`config.mk`:
```
export PLATFORM = sky130hd
export DESIGN_NAME = crypto_ctrl_regs
export DESIGN_NICKNAME = d
export VERILOG_FILES = /design/src/rtl/cregs_pkg.sv /design/src/rtl/cregs_mreg.sv /design/src/rtl/cregs_sticky.sv /design/src/rtl/cregs_rstseq.sv /design/src/rtl/crypto_ctrl_regs.sv
export SDC_FILE = /design/constraint.sdc
export NUM_CORES = 1
export LEC_CHECK = 0
export BUFFER_PORTS_ARGS = -buffer_cell sky130_fd_sc_hd__buf_2
export CAP_MARGIN = 30
export CORE_ASPECT_RATIO = 1.25
export CORE_UTILIZATION = 49
export DETAILED_ROUTE_END_ITERATION = 16
export PLACE_DENSITY_LB_ADDON = 0.15
export SETUP_SLACK_MARGIN = 0.15
export SYNTH_ARGS = -nofsm -noshare
export SYNTH_HDL_FRONTEND = slang
export SYNTH_SLANG_ARGS = --single-unit
```
`constraint.sdc`:
```
create_clock -name clk -period 2.23 [get_ports clk]
set_input_delay 0.669 -clock clk [delete_from_list [all_inputs] [get_ports clk]]
set_output_delay 0.669 -clock clk [all_outputs]
set_load 0.03 [all_outputs]
```
`src/rtl/cregs_pkg.sv`:
```
package cregs_pkg;
  localparam int unsigned A_RSTC = 0;
  localparam int unsigned A_HCTL = 1;
  localparam int unsigned A_FCTL = 2;
  localparam int unsigned A_IEN  = 3;
  localparam int unsigned A_ISTS = 4;
  localparam int unsigned A_HVAL = 5;

  localparam int unsigned HALF_W = 16;

  // merge of a masked write: mask in the upper half picks which low bits change
  function automatic logic [HALF_W-1:0] masked_merge(input logic [HALF_W-1:0] old_v,
                                                     input logic [31:0] wd);
    logic [HALF_W-1:0] m;
    m = wd[31:HALF_W];
    return (old_v & ~m) | (wd[HALF_W-1:0] & m);
  endfunction

  // sticky status update, set has priority over clear
  function automatic logic [31:0] sticky_next(input logic [31:0] cur,
                                              input logic [31:0] clr,
                                              input logic [31:0] set);
    return (cur & ~clr) | set;
  endfunction
endpackage

```
`src/rtl/cregs_mreg.sv`:
```
module cregs_mreg
  import cregs_pkg::*;
#(
  parameter logic [HALF_W-1:0] RESET_VAL = '0
) (
  input  logic              clk,
  input  logic              rst_n,
  input  logic              we,
  input  logic [31:0]       wdata,
  output logic [HALF_W-1:0] q
);
  always_ff @(posedge clk or negedge rst_n) begin
    if (!rst_n)  q <= RESET_VAL;
    else if (we) q <= masked_merge(q, wdata);
  end
endmodule

```
`src/rtl/cregs_sticky.sv`:
```
module cregs_sticky
  import cregs_pkg::*;
#(
  parameter int unsigned W = 8
) (
  input  logic         clk,
  input  logic         rst_n,
  input  logic [W-1:0] set,
  input  logic [W-1:0] clr,
  output logic [W-1:0] q
);
  logic [31:0] nxt;
  assign nxt = sticky_next(32'(q), 32'(clr), 32'(set));

  always_ff @(posedge clk or negedge rst_n) begin
    if (!rst_n) q <= '0;
    else        q <= nxt[W-1:0];
  end
endmodule

```
`src/rtl/cregs_rstseq.sv`:
```
module cregs_rstseq #(
  parameter int unsigned CYCLES = 4
) (
  input  logic clk,
  input  logic rst_n,
  input  logic start,
  output logic busy
);
  localparam int unsigned CW = $clog2(CYCLES + 1);
  localparam logic [CW-1:0] LOAD = CW'(CYCLES);

  logic [CW-1:0] cnt;

  always_ff @(posedge clk or negedge rst_n) begin
    if (!rst_n)                         cnt <= '0;
    else if (cnt != '0)                 cnt <= cnt - 1'b1;
    else if (start)                     cnt <= LOAD;
  end

  assign busy = (cnt != '0);
endmodule

```
`src/rtl/crypto_ctrl_regs.sv`:
```
module crypto_ctrl_regs
  import cregs_pkg::*;
#(
  parameter int unsigned ADDR_W     = 3,
  parameter int unsigned NUM_EVT    = 8,
  parameter int unsigned RST_CYCLES = 4,
  parameter int unsigned MODE_W     = 4
) (
  input  logic               clk,
  input  logic               rst_n,
  input  logic               reg_valid,
  input  logic               reg_write,
  input  logic [ADDR_W-1:0]  reg_addr,
  input  logic [31:0]        reg_wdata,
  output logic               reg_ready,
  output logic [31:0]        reg_rdata,
  input  logic [NUM_EVT-1:0] evt_done,
  input  logic               hash_done,
  output logic               pk_rst,
  output logic               sym_rst,
  output logic               hash_en,
  output logic               hash_pad_en,
  output logic [MODE_W-1:0]  hash_mode,
  output logic               fifo_in_swap,
  output logic               fifo_out_swap,
  output logic               irq,
  output logic               hash_valid
);
  localparam int unsigned NUM_RST = 2;
  localparam int unsigned MODE_LSB = 4;

  // named access strobes
  logic wr_any, rd_any;
  logic wr_rstc, wr_hctl, wr_fctl, wr_ien, wr_ists, wr_hval;

  assign wr_any  = reg_valid && reg_write;
  assign rd_any  = reg_valid && !reg_write;
  assign wr_rstc = wr_any && (reg_addr == ADDR_W'(A_RSTC));
  assign wr_hctl = wr_any && (reg_addr == ADDR_W'(A_HCTL));
  assign wr_fctl = wr_any && (reg_addr == ADDR_W'(A_FCTL));
  assign wr_ien  = wr_any && (reg_addr == ADDR_W'(A_IEN));
  assign wr_ists = wr_any && (reg_addr == ADDR_W'(A_ISTS));
  assign wr_hval = wr_any && (reg_addr == ADDR_W'(A_HVAL));

  assign reg_ready = reg_valid;

  // masked control registers
  logic [HALF_W-1:0] hctl_q, fctl_q;

  cregs_mreg u_hctl (.clk(clk), .rst_n(rst_n), .we(wr_hctl), .wdata(reg_wdata), .q(hctl_q));
  cregs_mreg u_fctl (.clk(clk), .rst_n(rst_n), .we(wr_fctl), .wdata(reg_wdata), .q(fctl_q));

  assign hash_en       = hctl_q[0];
  assign hash_pad_en   = hctl_q[1];
  assign hash_mode     = hctl_q[MODE_LSB +: MODE_W];
  assign fifo_in_swap  = fctl_q[0];
  assign fifo_out_swap = fctl_q[1];

  // self-clearing reset requests
  logic [NUM_RST-1:0] rst_start, rst_busy;

  for (genvar g = 0; g < NUM_RST; g++) begin : g_rst
    assign rst_start[g] = wr_rstc && reg_wdata[HALF_W + g] && reg_wdata[g];
    cregs_rstseq #(.CYCLES(RST_CYCLES)) u_seq (
      .clk(clk), .rst_n(rst_n), .start(rst_start[g]), .busy(rst_busy[g]));
  end

  assign pk_rst  = rst_busy[0];
  assign sym_rst = rst_busy[1];

  // plain interrupt enable
  logic [31:0] ien_q;
  always_ff @(posedge clk or negedge rst_n) begin
    if (!rst_n)      ien_q <= '0;
    else if (wr_ien) ien_q <= reg_wdata;
  end

  // sticky status and hash-valid flag
  logic [NUM_EVT-1:0] ists_q, ists_clr;
  logic [0:0]         hval_q, hval_clr;

  assign ists_clr = wr_ists ? reg_wdata[NUM_EVT-1:0] : '0;
  assign hval_clr = wr_hval ? reg_wdata[0:0] : 1'b0;

  cregs_sticky #(.W(NUM_EVT)) u_ists (
    .clk(clk), .rst_n(rst_n), .set(evt_done), .clr(ists_clr), .q(ists_q));
  cregs_sticky #(.W(1)) u_hval (
    .clk(clk), .rst_n(rst_n), .set(hash_done), .clr(hval_clr), .q(hval_q));

  assign hash_valid = hval_q[0];
  assign irq        = |(ists_q & ien_q[NUM_EVT-1:0]);

  // read mux
  always_comb begin
    reg_rdata = '0;
    if (rd_any) begin
      case (reg_addr)
        ADDR_W'(A_RSTC): reg_rdata = {{(32-NUM_RST){1'b0}}, rst_busy};
        ADDR_W'(A_HCTL): reg_rdata = {16'h0, hctl_q};
        ADDR_W'(A_FCTL): reg_rdata = {16'h0, fctl_q};
        ADDR_W'(A_IEN):  reg_rdata = ien_q;
        ADDR_W'(A_ISTS): reg_rdata = {{(32-NUM_EVT){1'b0}}, ists_q};
        ADDR_W'(A_HVAL): reg_rdata = {31'h0, hval_q};
        default:         reg_rdata = '0;
      endcase
    end
  end
endmodule

```
==> flow_summary.yaml <==
global_routing:
  antenna_found_initial: 0
  grt_max_degree: 53
  grt-ovfl-total: 0
  grt_pass1_vias: 3415
  grt_use_total: 0.248
  grt_pass1_wl_um: 17000
timing:
  setup_ws_ns: -0.178
  slew_viol_final: 0
  maxSlewHeadroom: 0.707
  tightest_slew_ns: 0.440
  hold_viol_final: 0
  rsz0062_at_grt: "yes"
  fin_tns_setup_ns: -3.36
  period_needed_ns: 2.41
  setup_violations: 32
  min_period_over_period: 1.08
  finalClockSkew_ns: 0.00815
  fmax_mhz: 415
route:
  detail-route-antenna-nets: 0
  viasPerCell: 5.59
  routedWlPerCell_um: 17.9
  vias: 3207
  drt_iter0_markers: 145
  drc: 8
  routed_wl_um: 10300
  drt_first_pass_iters: 10
finish:
  most-common-layout-cells: "dfrtp_1, buf_2, mux2_2, nand3_1, buf_4"
  syn2layout_area_growth_pct: 39.9
  fin_cells: 574
  n_antenna_cell: 0
  drive_gt1_frac: 0.616
  num-nets-final: 521
  fin_area_sq_mm: 0.00577
  mostFrequentLayoutCell: "dfrtp_1"
  utilization: 0.705
critical_path:
  rrSetupSlack_ns: 1.05
  critPathRequiredTime_ns: 1.56
  critPathBufInv: 3
  critPathSlowestCell: "or3b_4"
  path_class: "in -> out"
  cp_max_fo: 16
  cp.arrival_ns: 1.74
  path_cells: "buf_8 -> or3b_4 -> nor2_4 -> buf_12 -> and2_2 -> buf_6"
  r2r_cells: 2
  crit_family: "simple AND/OR/NAND/NOR gates"
  crit_path_max_incr_delay_ns: 0.42
  rr_endpoint: "g_rst[1].u_seq.cnt[2]$_DFFE_PN0P_"
  cp-start-kind: "input port"
  r2r-start: "g_rst[1].u_seq.cnt[1]$_DFFE_PN0P_"
  cp-end-kind: "output port"
cts:
  cts.path.max_buffers: 2
  root_buffer: "clkbuf_8"
  cts_tree: "done"
  clkLatencyLatePin_ns: 0.36
  htreeDepth: 3
  path_clk_slew_ns: 0.09
  cts_hold_buf: 0
  clock_sinks: 79
  numCtsBuffers: 9
synthesis:
  synth_nets: 397
  ys_ff_latch: 79
  ys_types: 35
  yosysSeqAreaShare: 0.479
  syn-cell-area_sq_mm: 0.00413
  synth_cells: 349
  synth_area_leader_cell: "dfrtp_1"
  syn_area_per_cell_sq_um: 11.8
  synth_top_area_frac: 0.479
  synth_area_leaders: "dfrtp_1, mux2_2, mux2_4"
  yosys_warnings: 0
placement:
  dpl_cell_area_sq_mm: 0.00505
  place_congestion: 0.774
  io_buffers: 92
  post-place-ws_ns: -0.259
  placed_cells: 544
  dpl.hpwl_um: 7050
power:
  powerDensity_mw_per_mm2: 708
  ir_worst_vdd_mv: 0.334
  power.leakage_uw: 0.00259
worst_hold_path:
  hold_path.class: "in -> async"
floorplan:
  die_w_um: 84.1
  io_pins: 93
  coreArea_sq_mm: 0.00819
  placementRows: 37
  dieArea_sq_mm: 0.00880
  dieHeight_um: 105
  initial_core_util: 0.504
outcome:
  status: "finished with violations"
  violations: "design-rule violations, negative setup slack"
run:
  maxCapViolations: 0
## synthesized netlist by cell type, drive strengths merged
cell type,n
a211oi,1
a21o,16
a21oi,8
a22oi,13
a32oi,1
and2,17
and2b,1
and3,1
and3b,1
buf,24
clkbuf,5
dfrtp,79
inv,2
mux2,81
nand2,15
nand2b,2
nand3,42
nand3b,12
nand4,1
nor2,15
nor2b,3
nor3,1
o211ai,1
o21ai,4
o31ai,1
or3,1
or3b,1
## cell type report
class                   instances  area, sq um
fillers                       592         2420
multi-input cells             239         2250
flip-flops and latches         79         1980
repair buffers                142         1210
clock buffers                   9          124
well taps                      97          121
clock inverters                 6         86.3
inverters                       2         7.51
## where the power goes
| part | internal, uW | leakage, uW | switching (uW) | total [uW] |
|---|---|---|---|---|
| Sequential | 1690 | 0.000964 | 167 | 1860 |
| Combinational | 597 | 0.00152 | 475 | 1070 |
| Clock | 622 | 0.000105 | 534 | 1160 |
## cells by family after synthesis
group,Yosys count,share of synthesized area
mux,81,0.248
flops,79,0.479
buf+inv,31,0.0491
compound gates,45,0.0749
simple gates,113,0.149
## per-layer routing
layer	GRT usage	routed length (um)
met1	0.318	4520
met4	0.0850	184
met5	0	0
met3	0.0411	389
met2	0.423	5200
## timing repair
item	4_1_cts	5_1_grt
endpoints found under the setup margin	33	33
resized for setup	100	12
pin swaps	9	4
setup buffers	9	5
cloned	1	0
## metrics by stage
step	total power, uW	hold slack (ns)
after floorplan	2550	0.373
after global placement	2810	0.464
after detailed placement	2840	0.483
after CTS	4080	0.238
after global routing	4280	0.242
final	4090	0.224
## worst max-delay path by stage
stage                 from  cells after the start            end  slack, ns
6_report       reg_addr[2]                      6  reg_rdata[18]      -0.18
5_1_grt        reg_addr[2]                      6  reg_rdata[18]      -0.21
3_3_place_gp   reg_addr[0]                      5   reg_rdata[1]      -0.25
4_1_cts        reg_addr[2]                      6  reg_rdata[18]      -0.18
2_1_floorplan  reg_addr[2]                      5  reg_rdata[21]       -0.1
3_5_place_dp   reg_addr[2]                      6  reg_rdata[18]      -0.26
Power figures use the tool's default switching activity.
